[src/rtl/drt_pkg.sv]
package drt_pkg;
  localparam int HALF_LO    = 0;
  localparam int HALF_HI    = 1;
  localparam int NUM_HALVES = 2;

  // Strobes from control to datapath, one bit per half
  typedef struct packed {
    logic [NUM_HALVES-1:0] inc;      // advance this half on this edge
    logic [NUM_HALVES-1:0] loadRel;  // capture reloadData into this half's reload register
  } drtStrobes_t;
endpackage

[src/rtl/drt_prescaler.sv]
module drt_prescaler #(
  parameter int SYS_DIV     = 12,
  parameter int EXT_DIV     = 8,
  parameter int SYNC_STAGES = 2
) (
  input  logic clk,
  input  logic rstN,
  input  logic extClk,
  output logic sysTick,
  output logic extTick
);
  localparam int SYS_CW = (SYS_DIV > 1) ? $clog2(SYS_DIV) : 1;
  localparam int EXT_CW = (EXT_DIV > 1) ? $clog2(EXT_DIV) : 1;
  localparam logic [SYS_CW-1:0] SYS_LAST = SYS_CW'(SYS_DIV - 1);
  localparam logic [EXT_CW-1:0] EXT_LAST = EXT_CW'(EXT_DIV - 1);

  // Free-running system clock divider; one-cycle pulse on its last count
  logic [SYS_CW-1:0] sysCnt;
  always_ff @(posedge clk or negedge rstN) begin
    if (!rstN)                  sysCnt <= '0;
    else if (sysCnt == SYS_LAST) sysCnt <= '0;
    else                         sysCnt <= sysCnt + SYS_CW'(1);
  end
  assign sysTick = (sysCnt == SYS_LAST);

  // External clock: synchronizer chain, then rising-edge detect
  logic [SYNC_STAGES-1:0] syncQ;
  logic                   extPrev;
  logic                   extRise;
  always_ff @(posedge clk or negedge rstN) begin
    if (!rstN) begin
      syncQ   <= '0;
      extPrev <= 1'b0;
    end else begin
      syncQ   <= {syncQ[SYNC_STAGES-2:0], extClk};
      extPrev <= syncQ[SYNC_STAGES-1];
    end
  end
  assign extRise = syncQ[SYNC_STAGES-1] & ~extPrev;

  // Divide the rising edges
  logic [EXT_CW-1:0] extCnt;
  always_ff @(posedge clk or negedge rstN) begin
    if (!rstN) extCnt <= '0;
    else if (extRise) begin
      if (extCnt == EXT_LAST) extCnt <= '0;
      else                    extCnt <= extCnt + EXT_CW'(1);
    end
  end
  assign extTick = extRise && (extCnt == EXT_LAST);
endmodule

[src/rtl/drt_control.sv]
module drt_control
  import drt_pkg::*;
(
  input  logic                  clk,
  input  logic                  rstN,
  input  logic                  splitMode,
  input  logic                  captureEn,
  input  logic                  runHi,
  input  logic                  loClkFast,
  input  logic                  hiClkFast,
  input  logic                  extSel,
  input  logic                  irqEn,
  input  logic                  loIrqEn,
  input  logic                  reloadLoWr,
  input  logic                  reloadHiWr,
  input  logic                  flagLoClr,
  input  logic                  flagHiClr,
  input  logic                  sysTick,
  input  logic                  extTick,
  input  logic [NUM_HALVES-1:0] wrap,
  output drtStrobes_t           strobes,
  output logic                  flagLo,
  output logic                  flagHi,
  output logic                  irq
);
  logic                  splitActive;
  logic                  slowTick;
  logic [NUM_HALVES-1:0] clkFast;
  logic [NUM_HALVES-1:0] runEn;
  logic [NUM_HALVES-1:0] clrReq;
  logic [NUM_HALVES-1:0] incVec;
  logic [NUM_HALVES-1:0] flagQ;

  assign splitActive = splitMode & ~captureEn;
  assign slowTick    = extSel ? extTick : sysTick;

  always_comb begin
    clkFast          = '0;
    runEn            = '0;
    clrReq           = '0;
    clkFast[HALF_LO] = loClkFast;
    clkFast[HALF_HI] = hiClkFast;
    runEn[HALF_LO]   = 1'b1;   // the low half has no run gate
    runEn[HALF_HI]   = runHi;
    clrReq[HALF_LO]  = flagLoClr;
    clrReq[HALF_HI]  = flagHiClr;
  end

  for (genvar h = 0; h < NUM_HALVES; h++) begin : g_half
    assign incVec[h] = splitActive & runEn[h] & (clkFast[h] | slowTick);

    // Setting wins over clearing on the same edge
    always_ff @(posedge clk or negedge rstN) begin
      if (!rstN) flagQ[h] <= 1'b0;
      else       flagQ[h] <= wrap[h] | (flagQ[h] & ~clrReq[h]);
    end
  end

  always_comb begin
    strobes                  = '0;
    strobes.inc              = incVec;
    strobes.loadRel[HALF_LO] = reloadLoWr;
    strobes.loadRel[HALF_HI] = reloadHiWr;
  end

  assign flagLo = flagQ[HALF_LO];
  assign flagHi = flagQ[HALF_HI];
  assign irq    = irqEn & (flagQ[HALF_HI] | (loIrqEn & flagQ[HALF_LO]));
endmodule

[src/rtl/drt_datapath.sv]
module drt_datapath
  import drt_pkg::*;
#(
  parameter int WIDTH = 8
) (
  input  logic                  clk,
  input  logic                  rstN,
  input  drtStrobes_t           strobes,
  input  logic [WIDTH-1:0]      reloadData,
  output logic [WIDTH-1:0]      cntLo,
  output logic [WIDTH-1:0]      cntHi,
  output logic [NUM_HALVES-1:0] wrap
);
  localparam logic [WIDTH-1:0] CNT_MAX = '1;

  logic [WIDTH-1:0] cntQ [NUM_HALVES];
  logic [WIDTH-1:0] relQ [NUM_HALVES];

  for (genvar h = 0; h < NUM_HALVES; h++) begin : g_half
    assign wrap[h] = strobes.inc[h] && (cntQ[h] == CNT_MAX);

    always_ff @(posedge clk or negedge rstN) begin
      if (!rstN)                  relQ[h] <= '0;
      else if (strobes.loadRel[h]) relQ[h] <= reloadData;
    end

    always_ff @(posedge clk or negedge rstN) begin
      if (!rstN)                cntQ[h] <= '0;
      else if (strobes.inc[h]) cntQ[h] <= wrap[h] ? relQ[h] : cntQ[h] + WIDTH'(1);
    end
  end

  assign cntLo = cntQ[HALF_LO];
  assign cntHi = cntQ[HALF_HI];
endmodule

[src/rtl/dual_reload_timer.sv]
module dual_reload_timer
  import drt_pkg::*;
#(
  parameter int WIDTH       = 8,
  parameter int SYS_DIV     = 12,
  parameter int EXT_DIV     = 8,
  parameter int SYNC_STAGES = 2
) (
  input  logic             clk,
  input  logic             rstN,
  input  logic             extClk,
  input  logic             splitMode,
  input  logic             captureEn,
  input  logic             runHi,
  input  logic             loClkFast,
  input  logic             hiClkFast,
  input  logic             extSel,
  input  logic             irqEn,
  input  logic             loIrqEn,
  input  logic             reloadLoWr,
  input  logic             reloadHiWr,
  input  logic [WIDTH-1:0] reloadData,
  input  logic             flagLoClr,
  input  logic             flagHiClr,
  output logic [WIDTH-1:0] cntLo,
  output logic [WIDTH-1:0] cntHi,
  output logic             flagLo,
  output logic             flagHi,
  output logic             irq
);
  logic                  sysTick;
  logic                  extTick;
  logic [NUM_HALVES-1:0] wrap;
  drtStrobes_t           strobes;

  drt_prescaler #(
    .SYS_DIV    (SYS_DIV),
    .EXT_DIV    (EXT_DIV),
    .SYNC_STAGES(SYNC_STAGES)
  ) prescale_i (
    .clk    (clk),
    .rstN   (rstN),
    .extClk (extClk),
    .sysTick(sysTick),
    .extTick(extTick)
  );

  drt_control control_i (
    .clk       (clk),
    .rstN      (rstN),
    .splitMode (splitMode),
    .captureEn (captureEn),
    .runHi     (runHi),
    .loClkFast (loClkFast),
    .hiClkFast (hiClkFast),
    .extSel    (extSel),
    .irqEn     (irqEn),
    .loIrqEn   (loIrqEn),
    .reloadLoWr(reloadLoWr),
    .reloadHiWr(reloadHiWr),
    .flagLoClr (flagLoClr),
    .flagHiClr (flagHiClr),
    .sysTick   (sysTick),
    .extTick   (extTick),
    .wrap      (wrap),
    .strobes   (strobes),
    .flagLo    (flagLo),
    .flagHi    (flagHi),
    .irq       (irq)
  );

  drt_datapath #(
    .WIDTH(WIDTH)
  ) datapath_i (
    .clk       (clk),
    .rstN      (rstN),
    .strobes   (strobes),
    .reloadData(reloadData),
    .cntLo     (cntLo),
    .cntHi     (cntHi),
    .wrap      (wrap)
  );
endmodule

[config.mk]
export PLATFORM = sky130hd
export DESIGN_NAME = dual_reload_timer
export DESIGN_NICKNAME = d
export VERILOG_FILES = /design/src/rtl/drt_pkg.sv /design/src/rtl/drt_prescaler.sv /design/src/rtl/drt_control.sv /design/src/rtl/drt_datapath.sv /design/src/rtl/dual_reload_timer.sv
export SDC_FILE = /design/constraint.sdc
export NUM_CORES = 1
export LEC_CHECK = 0
export ABC_AREA = 1
export CAP_MARGIN = 10
export CORE_ASPECT_RATIO = 0.75
export CORE_MARGIN = 2
export CORE_UTILIZATION = 55
export CTS_BUF_LIST = sky130_fd_sc_hd__clkbuf_4 sky130_fd_sc_hd__clkbuf_8
export DETAILED_ROUTE_END_ITERATION = 7
export DONT_BUFFER_PORTS = 1
export PLACE_DENSITY = 0.74
export SLEW_MARGIN = 20
export SYNTH_ARGS = -nofsm -noshare
export SYNTH_HDL_FRONTEND = slang
export SYNTH_HIERARCHICAL = 1
export SYNTH_SLANG_ARGS = --single-unit
[constraint.sdc]
create_clock -name clk -period 2 [get_ports clk]
set_clock_uncertainty 0.15 [all_clocks]
set_input_delay 0.1 -clock clk [delete_from_list [all_inputs] [get_ports clk]]
set_output_delay 0.1 -clock clk [all_outputs]
set_load 0.005 [all_outputs]
# After elaboration in Yosys (flattened, before gate mapping)
# Cells that the tools add are included.
# op_classes
n_reduce_logical,3
muxes,5
add_sub_neg,4
bitwise_logic,18
eq_ne,4
# ops
cell,count
8-bit by 1-bit adder with 8-bit output (second input constant),2
8-bit equality test (second input constant),2
8-bit two-way mux,2
1-bit AND,9
1-bit OR,5
4-bit by 1-bit adder with 4-bit output (second input constant),1
4-bit equality test (second input constant),1
4-bit two-way mux,1
1-bit NOT,4
3-bit by 1-bit adder with 3-bit output (second input constant),1
3-bit equality test (second input constant),1
1-bit logical AND,3
3-bit two-way mux,1
1-bit two-way mux,1
# word_totals
word_cells,44
out_inout_bits,19
inputBits,23
regBits,44

# Depth between registers and ports, before layout
# Gate-level depths: netlist of the first run.
# depth
word_depth,8
mapped_depth,16
ltp_nobuf,15

# Modules after synthesis
# Netlist of the first run, hierarchy kept.
# by_module_without_submodules
mod,area_per_inst_um2,cells_each,seq_area_each_um2,n_inst
drt_datapath,1652.8,213,800.8,1
drt_prescaler,416.6,44,250.2,1
drt_control,163.9,26,50.0,1

# Worst setup path before layout of the first run
# Ideal clock, no wire load.
# synth_path
path_kind,reg-to-reg
start,register prescale_i.extCnt[0]
end,register datapath_i.cntQ (netlist bit datapath_i/cntLo[3])
period_less_slack_ns,1.986
path_slack_ns,0.014
t_required_ns,1.733
n_path_buf,1
setup_time_ns,0.117
path_stages_with_launch,17
arrival_ns,1.719
path_cell_list,dfrtp_1 ha_1 ha_1 inv_1 nor2_1 nand2_1 nand3_1 nand2_1 inv_1 buf_4 inv_2 nor2_2 nand3_2 inv_2 nand2_1 nand3_1 nand2_1
# synth_rtl
item,line,text
"start, declared",drt_prescaler.sv:42,logic [EXT_CW-1:0] extCnt;
"start signal, assigned",drt_prescaler.sv:47,else extCnt <= extCnt + EXT_CW'(1);
"end signal, assigned by index",drt_datapath.sv:29,else if (strobes.inc[h]) cntQ[h] <= wrap[h] ? relQ[h] : cntQ[h] + WIDTH'(1);
"end, declared",drt_datapath.sv:16,logic [WIDTH-1:0] cntQ [NUM_HALVES];

==> impl_metrics.py, run 1 <==
metrics = {
    "power": {
        "p_leak_nw": 1.39,
        "peakVddDrop_mv": 0.548,
        "p_per_area_nw_per_um2": 831,
    },
    "timing": {
        "rsz0062_at_grt": "true",
        "relSlewSlack": 0.689,
        "clock.fmax_mhz": 500,
        "finalCritPeriodShare": 1.00,
        "worst_slew_pin_slew_ns": 0.465,
        "final-hold-violation-count": 0,
        "period_needed_ns": 2.00,
        "setup_slack_ns": 0.000194,
        "setup_violations": 0,
        "final_max_slew_viol_count": 0,
    },
    "routing": {
        "wirelength_um": 5010,
        "vias_per_cell": 5.14,
        "wl_per_cell_um": 13.6,
        "drc": 0,
        "drt-met1-wl_um": 2310,
        "dr.pass1.iters": 4,
        "dr_wl_met2_um": 2330,
        "wl_met3_um": 324,
        "antenna_left": 0,
        "drtIter0Drc": 91,
        "highest_layer": "met4",
        "dr_total_vias": 1896,
    },
    "clock_network": {
        "cts_max_path_buffers": 2,
        "path_clk_slew_ns": 0.08,
        "cts_tree": "built",
        "h-tree-depth": 2,
        "cts_sinks": 44,
        "cts_root_buffer": "clkbuf_8",
        "numCtsBuffers": 5,
        "clock_latency_ns": 0.29,
    },
    "final_layout": {
        "diodes": 0,
        "fill_cells": 329,
        "drive_above_1_share": 0.204,
        "multi_input_area_sq_um": 1010,
        "area_delta_synth_final_pct": 23.4,
        "postLayoutCoreUtil": 0.692,
        "fin_cells": 369,
        "nets": 341,
        "seqCellArea_sq_um": 1100,
    },
    "synthesis": {
        "synth_area_leaders": "dfrtp_1 49%, nand2_1 15%, inv_1 7.7%",
        "synth_top_area_share": 0.493,
        "ys_ff_latch": 44,
        "async_reset_ff_frac": 1.00,
        "ys.flop_type": "dfrtp_1",
        "yosysUniqueCellTypes": 27,
        "postSynthCellCount": 283,
        "synth_edf_count": 0,
        "syn_nets": 311,
        "ys_warn_count": 6,
        "syn_area_per_cell_sq_um": 7.89,
        "yosys.area.top_type": "dfrtp_1",
        "synth_commonest_cells": "92 x nand2_1, 46 x inv_1, 44 x dfrtp_1",
        "yosysSeqAreaShare": 0.493,
        "synth_most_common_cell": "nand2_1",
        "synth_area_sq_um": 2230,
    },
    "global_routing": {
        "antenna_found_initial": 0,
        "grt_overflow_total": 0,
        "grt_pass1_vias": 1825,
        "grt_max_degree": 45,
        "grt_pass1_wl_um": 8060,
        "track_usage": 0.228,
    },
    "placement": {
        "dp.cells": 340,
        "gp_congestion": 0.831,
        "dp_hpwl_um": 3400,
        "preCtsSetupSlack_ns": -0.0931,
        "numPortBuffers": 0,
    },
    "floorplan": {
        "rows": 20,
        "die-area_sq_um": 4590,
        "ios": 42,
        "die_y_um": 59.2,
        "start_util": 0.561,
        "core_area_sq_um": 3980,
        "dieWidth_um": 77.6,
    },
    "setup_path": {
        "crit_arrival_ns": 2.04,
        "start_kind": "flip-flop",
        "criticalPathCategory": "flip-flop to flip-flop",
        "endpoint_kind": "flip-flop",
        "cp_max_fo": 5,
        "worstPathRequired_ns": 2.04,
        "reg2reg_depth": 15,
    },
    "job": {
        "maxCapViolCount": 0,
    },
    "min_path": {
        "hold_class": "primary input to async pin",
    },
    "status": {
        "status": "complete, no violations",
    },
}
stage by stage:
stage / hold WS, ns / power [mW] / instance area [sq um] / setup TNS, ns
finish: 0.117 / 2.29 / 2760 / 0
global route: 0.132 / 2.45 / 2760 / -1.15
CTS: 0.113 / 2.25 / 2630 / -0.000711
detailed placement: -0.345 / 1.61 / 2320 / -0.400
global placement: -0.345 / 1.59 / 2320 / -0.00836
floorplan: -0.346 / 1.50 / 2230 / 0
final cells by class:
cell class | instances | area share
Clock buffer | 6 | 0.0300
Clock inverter | 2 | 0.00363
Multi-Input combinational cell | 181 | 0.368
Inverter | 54 | 0.0781
Tap cell | 55 | 0.0250
Timing Repair Buffer | 27 | 0.0954
Sequential cell | 44 | 0.400
logic make-up after synthesis:
logic type      share of synthesized area
mux                                0.0151
xor+xnor                           0.0118
flops                               0.493
simple gates                        0.265
compound gates                     0.0807
fa+ha+maj                          0.0280
buf+inv                             0.106
report_power, final:
part,switching (mW),internal (mW)
sequential,0.181,1.03
clock,0.292,0.276
combinational,0.284,0.224
total,0.756,1.53
cell usage in the layout, fill, tap and decap left out, drive strengths merged, types with 6 or more instances in the layout:
cell type / synthesis / layout
o21ai: 22 / 22
nand2: 94 / 94
inv: 52 / 52
a21oi: 6 / 6
nand3: 27 / 28
buf: 3 / 11
dfrtp: 44 / 44
nor2: 13 / 13
dlygate4sd3: 0 / 16
clkbuf: 2 / 6
flip-flops by register name, summed over array words and instances, names as in the netlist, 2 cells and up:
signal             count
datapath_i/relQ       16
prescale_i/sysCnt      4
prescale_i/syncQ       2
prescale_i/extCnt      3
datapath_i/cntLo       8
datapath_i/cntHi       8
critical path: stages, from the launching register on:
cell	delay (ns)
dfrtp_1	0.37
ha_2	0.22
ha_4	0.15
inv_4	0.03
nor2_2	0.06
nand2_1	0.08
nand3_1	0.09
nand2_1	0.07
inv_2	0.06
inv_2	0.04
nor2_4	0.14
nand3_4	0.15
clkinv_4	0.12
nand2_2	0.06
nand3_2	0.06
nand2_1	0.05
metal layers:
metal,global-route usage,vias to the layer above
li1,-,930
met1,0.306,899
met2,0.368,62
met3,0.0655,5
met4,0.0612,0
met5,0,-
timing repair:
action / in CTS / in global routing
cloned: 1 / 0
setup endpoints to repair: 10 / 18
gates resized for setup: 5 / 32
setup buffers: 1 / 2
hold buffers: 17 / 0
hold endpoints to repair: 63 / 0
pin swaps: 2 / 20
final timing paths:
kind | startpoint | endpoint | slack [ns]
min reg2reg | prescale_i/syncQ[0] | prescale_i/syncQ[1] | 0.20
min in group clk | runHi | datapath_i/cntHi[1] | 0.15
min | rstN | datapath_i/cntLo[1] | 0.12
max | prescale_i/extCnt[1] | datapath_i/cntHi[5] | 0.0002
max in group asynchronous | rstN | prescale_i/sysCnt[1] | 1.37
max reg2reg | prescale_i/extCnt[1] | datapath_i/cntHi[5] | 0.0002
(Power assumes the default switching activity.)
==> run 2, diff against run 1 <==
Settings changed: ABC_AREA 1 to 0.
==> run 2 against run 1 <==
Compared with the run above: the flow now finishes with violations (setup timing); first-iteration DRC count is 9.9% lower; cell count is 25% lower; design area is 1.5% higher; hold slack worse by 0.037 ns; largest power group unchanged.
==> impl_metrics.py, run 2 <==
metrics = {
    "global_routing": {
        "track_usage": 0.260,
        "grt_pass1_vias": 1742,
        "grt_pass1_wl_um": 8670,
        "grt_max_degree": 45,
        "antenna_found_initial": 0,
        "grt_overflow_total": 0,
    },
    "power": {
        "p_int_mw": 1.86,
        "p_comb_frac": 0.273,
        "p_clk_frac": 0.246,
        "peakVddDrop_mv": 0.885,
        "p_sw_mw": 0.999,
        "p_leak_nw": 1.20,
        "seqPwrFrac": 0.481,
        "total_power_mw": 2.86,
        "swShare": 0.349,
        "p_per_area_nw_per_um2": 1020,
    },
    "synthesis": {
        "async_reset_ff_frac": 1.00,
        "synth_area_leaders": "dfrtp_1 51%, mux2_2 8.9%, ha_1 2.9%",
        "yosys.area.top_type": "dfrtp_1",
        "syn_area_per_cell_sq_um": 11.6,
        "yosysSeqAreaShare": 0.511,
        "yosysUniqueCellTypes": 45,
        "ys_warn_count": 6,
        "synth_most_common_cell": "dfrtp_1",
        "synth_top_area_share": 0.511,
        "synth_edf_count": 0,
        "synth_area_sq_um": 2150,
        "ys.flop_type": "dfrtp_1",
        "syn_nets": 213,
        "postSynthCellCount": 185,
        "synth_commonest_cells": "44 x dfrtp_1, 17 x mux2_2, 11 x nor2_1",
        "ys_ff_latch": 44,
    },
    "status": {
        "status": "finished with violations",
        "violations": "setup timing",
    },
    "routing": {
        "drc": 0,
        "wirelength_um": 5300,
        "drtIter0Drc": 82,
        "antenna_left": 0,
        "wl_per_cell_um": 19.2,
        "dr.pass1.iters": 4,
        "dr_total_vias": 1687,
        "vias_per_cell": 6.11,
    },
    "floorplan": {
        "rows": 19,
        "core_area_sq_um": 3710,
        "die_y_um": 58.2,
        "start_util": 0.581,
        "dieWidth_um": 76.3,
        "ios": 42,
        "die-area_sq_um": 4440,
    },
    "clock_network": {
        "h-tree-depth": 2,
        "clock_latency_ns": 0.31,
        "path_clk_slew_ns": 0.09,
        "numCtsBuffers": 5,
        "cts_root_buffer": "clkbuf_8",
        "cts_sinks": 44,
        "cts_max_path_buffers": 2,
        "cts_tree": "built",
    },
    "placement": {
        "gp_congestion": 0.834,
        "numPortBuffers": 0,
        "dp_hpwl_um": 3350,
        "preCtsSetupSlack_ns": -0.307,
    },
    "job": {
        "maxCapViolCount": 0,
    },
    "timing": {
        "relSlewSlack": 0.757,
        "setup_slack_ns": -0.232,
        "period_needed_ns": 2.23,
        "clock.fmax_mhz": 448,
        "rsz0062_at_grt": "true",
        "worst_slew_pin_slew_ns": 0.363,
        "final-hold-violation-count": 0,
        "finalCritPeriodShare": 1.12,
        "setup_violations": 16,
        "final_max_slew_viol_count": 0,
    },
    "setup_path": {
        "start_kind": "flip-flop",
        "worstPathRequired_ns": 2.04,
        "max_stage_delay_ns": 0.41,
        "critical_path.cell_chain": "ha_2 > ha_4 > and2_4 > mux2i_4 > a21oi_4 > nand4_4 > o41ai_4 > o41ai_2",
        "endpoint_kind": "flip-flop",
        "criticalPathCategory": "flip-flop to flip-flop",
        "cp_max_fo": 7,
        "critPathSlowestCell": "o41ai_4",
        "crit_start": "prescale_i/extCnt[1]",
        "crit_arrival_ns": 2.27,
        "rr_startpoint": "prescale_i/extCnt[1]",
    },
    "final_layout": {
        "largest_reg_flops": 16,
        "nets": 251,
        "top_register": "datapath_i/relQ",
        "area_delta_synth_final_pct": 29.9,
        "drive_above_1_share": 0.357,
        "final_cell_mix": "44 x dfrtp_1, 18 x dlygate4sd3_1, 17 x mux2_2, 16 x buf_4, 9 x nor2_1",
        "diodes": 0,
        "final_common_cell": "dfrtp_1",
    },
    "min_path": {
        "hold_class": "primary input to async pin",
    },
}
[run 2: cell types whose count changed after synthesis, moves of 8 or more]
cell | previous run | this run
a31oi_1 | 0 | 8
inv_1 | 46 | 8
mux2_2 | 0 | 17
nand2_1 | 92 | 7
nand3_1 | 25 | 10
o21ai_0 | 16 | 2
[run 2: layout make-up]
class / instances / area, sq um
clock buffers: 5 / 68.8
flip-flops and latches: 44 / 1100
fillers: 257 / 912
well taps: 52 / 65.1
clock inverters: 3 / 47.5
multi-input cells: 123 / 1100
inverters: 8 / 30.0
repair buffers: 41 / 388
[run 2: path summary, 6_finish.rpt]
| check | to | slack, ns | cells past startpoint |
|---|---|---|---|
| max | datapath_i/cntLo[7] | -0.23 | 8 |
| min | datapath_i/cntLo[4] | 0.08 | 2 |
| max reg2reg | datapath_i/cntLo[7] | -0.23 | 8 |
| min reg2reg | prescale_i/syncQ[1] | 0.21 | 0 |
| max in group asynchronous | prescale_i/syncQ[0] | 1.38 | 2 |
| min in group clk | datapath_i/cntHi[4] | 0.12 | 5 |
[run 2: kinds of logic (layout without fill, tap and decap cells)]
family	count (synthesis)	count (layout)	share of synthesized area
buffers and inverters	18	57	0.0424
AO/OA/AOI/OAI	36	36	0.127
multiplexers	24	24	0.129
adder cells (fa/ha/maj)	5	5	0.0291
flip-flops	44	44	0.511
AND/OR/NAND/NOR	58	58	0.161
[run 2: metrics by stage]
stage / hold slack [ns] / area [sq um] / utilization / TNS (ns) / cells
6_report: 0.0803 / 2800 / 0.754 / -2.03 / 276
5_1_grt: 0.114 / 2800 / 0.754 / -3.06 / 276
4_1_cts: 0.0930 / 2750 / 0.741 / -0.958 / 274
3_5_place_dp: -0.345 / 2290 / 0.618 / -1.59 / 241
3_3_place_gp: -0.345 / 2290 / 0.618 / -0.502 / 241
2_1_floorplan: -0.346 / 2180 / - / -0.00703 / 185
[run 2: metal layers]
layer / vias up / track usage / part of all wire
met5: - / 0 / 0
met4: 0 / 0.140 / 0.020
met3: 11 / 0.0561 / 0.052
met2: 66 / 0.421 / 0.48
met1: 847 / 0.335 / 0.45
li1: 763 / - / -
[run 2: critical path: cells and delay by family, from the launching register on]
kind            cells  cell delay [ns]
flops               1             0.38
fa+ha+maj           2             0.34
simple gates        2             0.31
mux                 1             0.08
compound gates      3             0.85
[run 2: power by group through the flow]
stage	Sequential [mW]	Combinational, mW	Clock (mW)
after floorplan	1.28	0.464	0
after global placement	1.34	0.551	0
after detailed placement	1.36	0.606	0
after CTS	1.36	0.730	0.713
after global routing	1.40	0.860	0.757
final	1.38	0.781	0.705
[run 2: timing repair]
item                                   4_1_cts  5_1_grt
pin swaps                                   12        6
endpoints found under the hold margin       63        0
setup buffers                                6        2
setup endpoints to repair                   17       18
hold buffers                                19        0
resized for setup                           23        8
==> run 3, diff against run 2 <==
Settings changed: ABC_CLOCK_PERIOD_IN_PS from default to 2000, PLACE_DENSITY 0.74 to 0.78.
==> run 3 against run 2 <==
Compared with the run above: the run still ends with setup timing left; critical path type unchanged; combinational power down 4.1%; highest routed layer unchanged; sequential cell count unchanged; die area unchanged; worst setup slack better by 0.063 ns; clock-buffer cell count up 3; global-route usage down 1.8 points; routed wire length down 3.4%; register-to-register slack better by 0.06 ns; hold slack worse by 0.021 ns; cell count up 0.72%; design area about the same.
==> impl_metrics.py, run 3 (synthesis gave the netlist of run 2 again) <==
metrics = {
    "status": {
        "status": "finished with violations",
        "violations": "setup timing",
    },
    "timing": {
        "setup_violations": 17,
        "final_max_slew_viol_count": 0,
        "hold-worst-slack_ns": 0.0590,
        "fin_tns_setup_ns": -1.53,
        "clock.fmax_mhz": 461,
        "period_needed_ns": 2.17,
        "finalCritPeriodShare": 1.08,
        "relSlewSlack": 0.755,
        "rsz0062_at_grt": "true",
        "worst_slew_pin_slew_ns": 0.368,
        "final-hold-violation-count": 0,
        "setup_slack_ns": -0.170,
    },
    "final_layout": {
        "diodes": 0,
        "final_cell_mix": "44 x dfrtp_1, 22 x dlygate4sd3_1, 17 x mux2_2, 14 x buf_4",
        "largest_reg_flops": 16,
        "final_common_cell": "dfrtp_1",
        "seqCellArea_sq_um": 1100,
        "fin_cells": 278,
        "area_delta_synth_final_pct": 30.0,
        "fill_cells": 254,
        "postLayoutCoreUtil": 0.755,
        "nets": 253,
        "finalInstanceArea_sq_um": 2800,
        "multi_input_area_sq_um": 1090,
        "top_register": "datapath_i/relQ",
        "drive_above_1_share": 0.345,
    },
    "setup_path": {
        "criticalPathCategory": "flip-flop to flip-flop",
        "crit_start": "prescale_i/extCnt[0]",
        "max_stage_delay_ns": 0.37,
        "reg2reg_to": "datapath_i/cntLo[6]",
        "endpoint_kind": "flip-flop",
        "rrSetupSlack_ns": -0.17,
        "worstPathRequired_ns": 2.02,
        "critical_path.cell_chain": "ha_2 > ha_4 > and2_4 > mux2i_4 > buf_6 > a21oi_4 > and4_1 > nand3_2 > mux2_4",
        "crit_arrival_ns": 2.19,
        "start_kind": "flip-flop",
        "critPathSlowestCell": "dfrtp_1",
        "reg2reg_depth": 9,
        "cp-endpoint": "datapath_i/cntLo[6]",
        "cp_max_fo": 5,
        "rr_startpoint": "prescale_i/extCnt[0]",
    },
    "placement": {
        "preCtsSetupSlack_ns": -0.226,
        "placed_area_sq_um": 2300,
        "dp.cells": 242,
        "numPortBuffers": 0,
        "gp_congestion": 0.886,
        "dp_hpwl_um": 3270,
    },
    "clock_network": {
        "cts_max_path_buffers": 2,
        "path_clk_slew_ns": 0.07,
        "cts_tree": "built",
        "cts_root_buffer": "clkbuf_8",
        "h-tree-depth": 2,
        "numCtsBuffers": 5,
        "clock_latency_ns": 0.30,
        "cts_sinks": 44,
    },
    "routing": {
        "vias_per_cell": 6.03,
        "drc": 0,
        "dr.pass1.iters": 6,
        "antenna_left": 0,
        "drtIter0Drc": 194,
        "wirelength_um": 5130,
        "wl_per_cell_um": 18.4,
        "dr_total_vias": 1676,
    },
    "job": {
        "maxCapViolCount": 0,
    },
    "global_routing": {
        "grt_max_degree": 45,
        "grt_pass1_vias": 1720,
        "grt_overflow_total": 0,
        "antenna_found_initial": 0,
        "track_usage": 0.242,
        "grt_pass1_wl_um": 8140,
    },
    "min_path": {
        "hold_class": "primary input to flip-flop",
    },
    "power": {
        "peakVddDrop_mv": 0.722,
        "total_power_mw": 2.70,
        "p_leak_nw": 1.20,
        "p_per_area_nw_per_um2": 965,
    },
    "floorplan": {
        "dieWidth_um": 76.3,
        "rows": 19,
        "ios": 42,
        "die_y_um": 58.2,
        "start_util": 0.581,
        "core_area_sq_um": 3710,
        "die-area_sq_um": 4440,
    },
}
[run 3: cell count changes in the layout (fill, tap and decap cells not counted), moves of 2 or more]
cell and delta:
clkinv_4 -2, dlygate4sd3_1 +4, buf_4 -2, clkbuf_4 +2, nor2_2 +2
[run 3: metal layers]
metal  global-route usage  routed length (um)  up-vias
li1                     -                   -      767
met1                0.297                2290      841
met2                0.420                2500       56
met3               0.0670                 255       12
met4               0.0857                  82        0
met5                    0                   0        -
[run 3: worst min-delay path by stage]
stage	from	to	slack, ns	cells past startpoint
6_report	loClkFast	datapath_i/cntLo[7]	0.06	4
5_1_grt	loClkFast	datapath_i/cntLo[7]	0.08	4
4_1_cts	loClkFast	datapath_i/cntLo[7]	0.06	4
3_5_place_dp	rstN	prescale_i/sysCnt[0]	-0.34	0
3_3_place_gp	rstN	prescale_i/sysCnt[1]	-0.34	0
2_1_floorplan	rstN	control_i/flagHi	-0.35	0
[run 3: cell type report]
class | instances | area share
Tap cell | 52 | 0.0232
Timing Repair Buffer | 43 | 0.148
Multi-Input combinational cell | 123 | 0.390
Clock buffer | 8 | 0.0349
Sequential cell | 44 | 0.393
Inverter | 8 | 0.0107
[run 3: worst max-delay path: cells and delay by family (launching register included)]
kind	cells	cell delay [ns]
AOI/OAI and AO/OA	1	0.19
adders and majority gates	2	0.32
buffers and inverters	1	0.13
DFF	1	0.37
muxes	2	0.39
and+or+nand+nor	3	0.50
[run 3: what timing repair did]
action | CTS | global route
resized for setup | 17 | 12
hold buffers | 23 | 0
pin swaps | 12 | 10
hold endpoints to repair | 63 | 0
setup buffers | 4 | 1
setup endpoints to repair | 15 | 18
[run 3: report_power, final]
part,switching (mW),internal (mW),leakage [nW],total (mW)
Sequential,0.301,1.07,0.523,1.37
Combinational,0.339,0.410,0.621,0.749
Clock,0.276,0.309,0.0523,0.585
